<file path="config.mk">
export PLATFORM = sky130hd
export DESIGN_NAME = segdac_decoder
export DESIGN_NICKNAME = d
export VERILOG_FILES = /design/src/rtl/segdac_pkg.sv /design/src/rtl/code_fixup.sv /design/src/rtl/unary_decoder.sv /design/src/rtl/level_summer.sv /design/src/rtl/out_stage.sv /design/src/rtl/segdac_decoder.sv
export SDC_FILE = /design/constraint.sdc
export NUM_CORES = 1
export LEC_CHECK = 0
export ABC_AREA = 1
export BUFFER_PORTS_ARGS = -buffer_cell sky130_fd_sc_hd__buf_2
export CAP_MARGIN = 10
export CORE_UTILIZATION = 49
export DETAILED_ROUTE_END_ITERATION = 10
export PLACE_DENSITY_LB_ADDON = 0.25
export RECOVER_POWER = 50
export SLEW_MARGIN = 25
export SYNTH_ARGS = -nofsm -noshare
export SYNTH_HDL_FRONTEND = slang
export SYNTH_SLANG_ARGS = --single-unit
</file>
<file path="constraint.sdc">
create_clock -name clk -period 1.1 [get_ports clk]
set_input_delay 0.275 -clock clk [delete_from_list [all_inputs] [get_ports clk]]
set_output_delay 0.275 -clock clk [all_outputs]
set_load 0.02 [all_outputs]
</file>
<file path="src/rtl/segdac_pkg.sv">
package segdac_pkg;
  typedef enum logic [1:0] {
    CODE_STRAIGHT = 2'b00,
    CODE_OFFSET   = 2'b01,
    CODE_TWOS     = 2'b10,
    CODE_RSVD     = 2'b11
  } code_mode_e;
endpackage

</file>
<file path="src/rtl/code_fixup.sv">
module code_fixup
  import segdac_pkg::*;
#(
  parameter int W = 16
) (
  input  logic [1:0]   mode,
  input  logic [W-1:0] code,
  output logic [W-1:0] fixed
);
  always_comb begin
    fixed = code;
    if (code_mode_e'(mode) == CODE_TWOS) fixed[W-1] = ~code[W-1];
  end
endmodule

</file>
<file path="src/rtl/unary_decoder.sv">
module unary_decoder #(
  parameter int SEG_BITS = 4,
  localparam int LINES = (1 << SEG_BITS) - 1
) (
  input  logic [SEG_BITS-1:0] seg,
  output logic [LINES-1:0]    therm
);
  for (genvar k = 0; k < LINES; k++) begin : g_line
    assign therm[k] = (seg > SEG_BITS'(k));
  end
endmodule

</file>
<file path="src/rtl/level_summer.sv">
module level_summer #(
  parameter int LINES    = 15,
  parameter int LAD_BITS = 12,
  parameter int W        = 16,
  localparam int CNT_W   = $clog2(LINES + 1)
) (
  input  logic [LINES-1:0]    therm,
  input  logic [LAD_BITS-1:0] ladder,
  output logic [W-1:0]        level
);
  logic [CNT_W-1:0] units;
  always_comb begin
    units = '0;
    for (int i = 0; i < LINES; i++) units = units + CNT_W'(therm[i]);
    level = (W'(units) << LAD_BITS) + W'(ladder);
  end
endmodule

</file>
<file path="src/rtl/out_stage.sv">
module out_stage #(
  parameter bit REG_OUT = 1'b1,
  parameter int PW      = 43
) (
  input  logic          clk,
  input  logic          rst_n,
  input  logic          in_valid,
  output logic          in_ready,
  input  logic [PW-1:0] in_data,
  output logic          out_valid,
  input  logic          out_ready,
  output logic [PW-1:0] out_data
);
  if (REG_OUT) begin : g_reg
    logic          vld_q;
    logic [PW-1:0] dat_q;
    assign in_ready  = !vld_q || out_ready;
    assign out_valid = vld_q;
    assign out_data  = dat_q;
    always_ff @(posedge clk or negedge rst_n) begin
      if (!rst_n) begin
        vld_q <= 1'b0;
        dat_q <= '0;
      end else if (in_ready) begin
        vld_q <= in_valid;
        if (in_valid) dat_q <= in_data;
      end
    end

    AST_STALL_HOLD: assert property (@(posedge clk) disable iff (!rst_n)
      out_valid && !out_ready |=> out_valid && $stable(out_data));
    AST_STALL_BLOCK: assert property (@(posedge clk) disable iff (!rst_n)
      out_valid && !out_ready |-> !in_ready);
    AST_ACCEPT_SHOWS: assert property (@(posedge clk) disable iff (!rst_n)
      in_valid && in_ready |=> out_valid && out_data == $past(in_data));
  end else begin : g_comb
    assign in_ready  = out_ready;
    assign out_valid = in_valid;
    assign out_data  = in_data;
  end
endmodule

</file>
<file path="src/rtl/segdac_decoder.sv">
module segdac_decoder
  import segdac_pkg::*;
#(
  parameter int SEG_BITS = 4,
  parameter int LAD_BITS = 12,
  parameter bit REG_OUT  = 1'b1,
  localparam int CODE_W  = SEG_BITS + LAD_BITS,
  localparam int UNITS   = (1 << SEG_BITS) - 1,
  localparam int PW      = UNITS + LAD_BITS + CODE_W
) (
  input  logic                clk,
  input  logic                rst_n,
  input  logic [1:0]          mode,
  input  logic                in_valid,
  output logic                in_ready,
  input  logic [CODE_W-1:0]   in_code,
  output logic                out_valid,
  input  logic                out_ready,
  output logic [UNITS-1:0]    out_therm,
  output logic [LAD_BITS-1:0] out_ladder,
  output logic [CODE_W-1:0]   out_level
);
  logic [CODE_W-1:0]   fixed;
  logic [UNITS-1:0]    therm;
  logic [LAD_BITS-1:0] ladder;
  logic [CODE_W-1:0]   level;
  logic [PW-1:0]       out_pay;

  code_fixup #(.W(CODE_W)) i_fix (.mode(mode), .code(in_code), .fixed(fixed));

  unary_decoder #(.SEG_BITS(SEG_BITS)) i_therm (
    .seg(fixed[CODE_W-1 -: SEG_BITS]), .therm(therm));

  assign ladder = fixed[LAD_BITS-1:0];

  level_summer #(.LINES(UNITS), .LAD_BITS(LAD_BITS), .W(CODE_W)) i_sum (
    .therm(therm), .ladder(ladder), .level(level));

  out_stage #(.REG_OUT(REG_OUT), .PW(PW)) i_out (
    .clk(clk), .rst_n(rst_n),
    .in_valid(in_valid), .in_ready(in_ready), .in_data({therm, ladder, level}),
    .out_valid(out_valid), .out_ready(out_ready), .out_data(out_pay));

  assign {out_therm, out_ladder, out_level} = out_pay;

  AST_TWOS_MSB: assert property (@(posedge clk) disable iff (!rst_n)
    in_valid && mode == CODE_TWOS |-> fixed[CODE_W-1] != in_code[CODE_W-1]);
  AST_THERM_SHAPE: assert property (@(posedge clk) disable iff (!rst_n)
    in_valid |-> $countones({1'b0, therm} + 1'b1) == 1);
  AST_THERM_COUNT: assert property (@(posedge clk) disable iff (!rst_n)
    in_valid |-> $countones(therm) == int'(fixed[CODE_W-1 -: SEG_BITS]));
  AST_LADDER_PASS: assert property (@(posedge clk) disable iff (!rst_n)
    in_valid |-> ladder == in_code[LAD_BITS-1:0]);
  AST_LEVEL_CODE: assert property (@(posedge clk) disable iff (!rst_n)
    in_valid |-> level == fixed);
  AST_RESET_IDLE: assert property (@(posedge clk)
    !rst_n |=> !out_valid);
endmodule

</file>
==> impl_metrics.json <==
{
  "ctsLongestPathBuffers": 2,
  "routed_wl_mm": 5.09,
  "yosys_warnings": 0,
  "clock-sinks": 32,
  "fin_util_pct": 84.2,
  "clock-root-buffer": "clkbuf_8",
  "muxShareOfSynthArea_pct": 0,
  "ff2ff_path_depth": 5,
  "grt_max_degree": 27,
  "core_um2": 3470,
  "hold_path_class": "primary input to flip-flop",
  "r2r_setup_slack_ns": 0.06,
  "tns_ns": -10.51,
  "cp_common_cell": "fa_1",
  "synth-xor-area-share_pct": 0.476,
  "ant_nets": 0,
  "drc": 0,
  "skew_ns": 0.00531,
  "wl_per_cell_um": 14.2,
  "critPathKind": "primary input to flip-flop",
  "path_buf_inv": 6,
  "finalHoldViolCount": 0,
  "vias": 1747,
  "synth.yosys.seq_area_share_pct": 43.5,
  "rows": 21,
  "synth_top_area_cell": "dfrtp_1",
  "finalNetCount": 350,
  "violations": "setup timing",
  "diodes": 0,
  "die_h_um": 63.3,
  "synth.distinct_cells": 19,
  "drive_above_1_share_pct": 48.9,
  "path_delay_family": "adder cells",
  "cts-buffers-inserted": 5,
  "crit_end": "i_out.out_data[14]",
  "routed.top_layer": "met4",
  "met2_length_mm": 2.69,
  "period_share_pct": 340,
  "cp.depth": 18,
  "rsz0062_at_grt": "true",
  "ios": 67,
  "wl_met1_mm": 2.08,
  "synth.net_count": 250,
  "syn_to_final_growth_pct": 58.7,
  "setup_viol": 30,
  "syn_inst": 213,
  "place_congestion": 0.828,
  "synth.cell_area_um2": 1840,
  "layout_commonest_cell": "nand2_1",
  "fmax_mhz": 267,
  "end_kind": "flip-flop",
  "outcome": "finished with violations",
  "vias_per_cell": 4.87,
  "ys_top_cells_by_area": "dfrtp_1 (44%), nand2_1 (19%), fa_1 (9.8%)",
  "synth-simple-area-share_pct": 24.8,
  "startpoint": "in_code[14]",
  "r2r_end": "i_out.out_data[21]",
  "path_cells": "buf_8, nor2_4, inv_2, nor2_4, nand2_2, ha_4, inv_2, fa_1, fa_1, inv_1, fa_1, inv_1, fa_1, inv_2, ha_4, fa_2, xnor2_2, o21ai_1",
  "insertion_delay_ns": 0.28,
  "hold_slack_ns": 0.185,
  "synth-compound-area-share_pct": 3.74,
  "drtPass1Iterations": 4,
  "maxCapViolCount": 0,
  "crit_path_top_delay_cell": "fa_1",
  "wl_met3_um": 182,
  "slowest_delay_ns": 0.50,
  "reg2reg_from": "i_out.out_valid",
  "die_width_um": 63.3,
  "initialDrtViolationCount": 59,
  "syn_avg_cell_area_um2": 8.64,
  "hpwl_mm": 2.76,
  "start_util_pct": 53.0,
  "overflow": 0,
  "final_max_slew_viol_count": 0,
  "arrival_ns": 3.95,
  "slew_headroom_pct": 76.3,
  "worst_slack_ns": -2.64,
  "grt_pass1_wl_mm": 7.06,
  "irDropWorstVdd_mv": 1.37,
  "synth_top_family_by_area": "simple AND/OR/NAND/NOR gates",
  "antenna_found_initial": 0,
  "dp_slack_ns": -2.93,
  "power.density_nw_per_um2": 1840,
  "h-tree-depth": 2,
  "cp-start-kind": "primary input",
  "netlist.area_leader.share_pct": 43.5,
  "mostFrequentLayoutCells": "nand2_1 (81), buf_6 (44), buf_4 (41)",
  "cts_tree": "built",
  "grtUsageTotal_pct": 23.2,
  "dieArea_um2": 4000,
  "ys_ff_latch": 32,
  "critPathMaxFanout": 3,
  "grt_pass1_vias": 1594,
  "synth_fa_ha_area_share_pct": 13.9,
  "worst_pin_slew_ns": 0.355,
  "leakagePower_nw": 1.59,
  "portBuffers": 66,
  "clk_pin_slew_worst_paths_ns": 0.06,
  "min_period_ns": 3.74,
  "required_ns": 1.31
}
Yosys cell counts:
cell	number
xnor2_1	1
ha_1	6
nand3b_1	1
o21ai_0	3
nor2_1	6
o21ai_2	5
fa_1	9
a21oi_1	2
inv_1	21
buf_4	14
nor2_2	3
nand3_1	8
nand2_2	3
nand2_1	91
dfrtp_1	32
inv_4	1
nand4_1	1
buf_6	5
inv_2	1
power breakdown:
group	internal, mW	leakage (nW)	switching (mW)	total (mW)
Clock	0.556	0.0503	0.403	0.959
Combinational	1.36	1.15	1.49	2.84
Sequential	1.39	0.394	0.173	1.56
Total	3.31	1.59	2.06	5.37
state kept, by name (all words and copies together) (netlist names):
name,flops
i_out.out_valid,1
i_out.out_data,31
timing repair:
| item | in CTS | in global routing |
|---|---|---|
| pin swaps | 4 | 6 |
| setup endpoints to repair | 47 | 60 |
| resized for setup | 54 | 53 |
| setup buffers | 8 | 12 |
| hold buffers | 1 | 0 |
| hold endpoints to repair | 11 | 0 |
per-layer routing:
layer	GRT usage [%]	vias up
li1	-	828
met1	28.1	847
met2	41.0	59
met3	3.08	13
met4	9.94	0
met5	0	-
through the flow:
stage          area, µm²  power (mW)  std cells
2_1_floorplan       1890        2.99        213
3_3_place_gp        2320        3.46        331
3_5_place_dp        2320        3.50        331
4_1_cts             2670        4.79        347
5_1_grt             2920        5.71        359
6_report            2920        5.37        359
cell families (layout without fill, tap and decap cells):
logic type | after synthesis | count (layout)
AND/OR/NAND/NOR | 113 | 113
buffers and inverters | 42 | 142
flip-flops | 32 | 32
adder cells (fa/ha/maj) | 15 | 15
AO/OA/AOI/OAI | 10 | 10
XOR/XNOR | 1 | 1
tightest hold or removal path, delay by kind of cell:
family	cells	cell delay [ns]
AND/OR/NAND/NOR	2	0.08
buffers and inverters	1	0.07
worst min path at each step:
stage / startpoint / to / slack (ns) / cells past startpoint
4_1_cts: in_code[5] / i_out.out_data[21] / 0.18 / 3
3_3_place_gp: rst_n / i_out.out_data[40] / 0.20 / 1
2_1_floorplan: rst_n / i_out.out_data[12] / -0.02 / 0
5_1_grt: in_code[2] / i_out.out_data[18] / 0.18 / 3
6_report: in_code[9] / i_out.out_data[25] / 0.19 / 3
3_5_place_dp: rst_n / i_out.out_data[40] / 0.20 / 1
cell type report:
type                       count  area, µm²
fill                         183        549
inverter                      23        109
tap                           46       57.6
sequential                    32        802
multi-input combinational    139        891
clock buffer                   7       96.3
timing repair buffer         112        963
(Power assumes the default switching activity.)
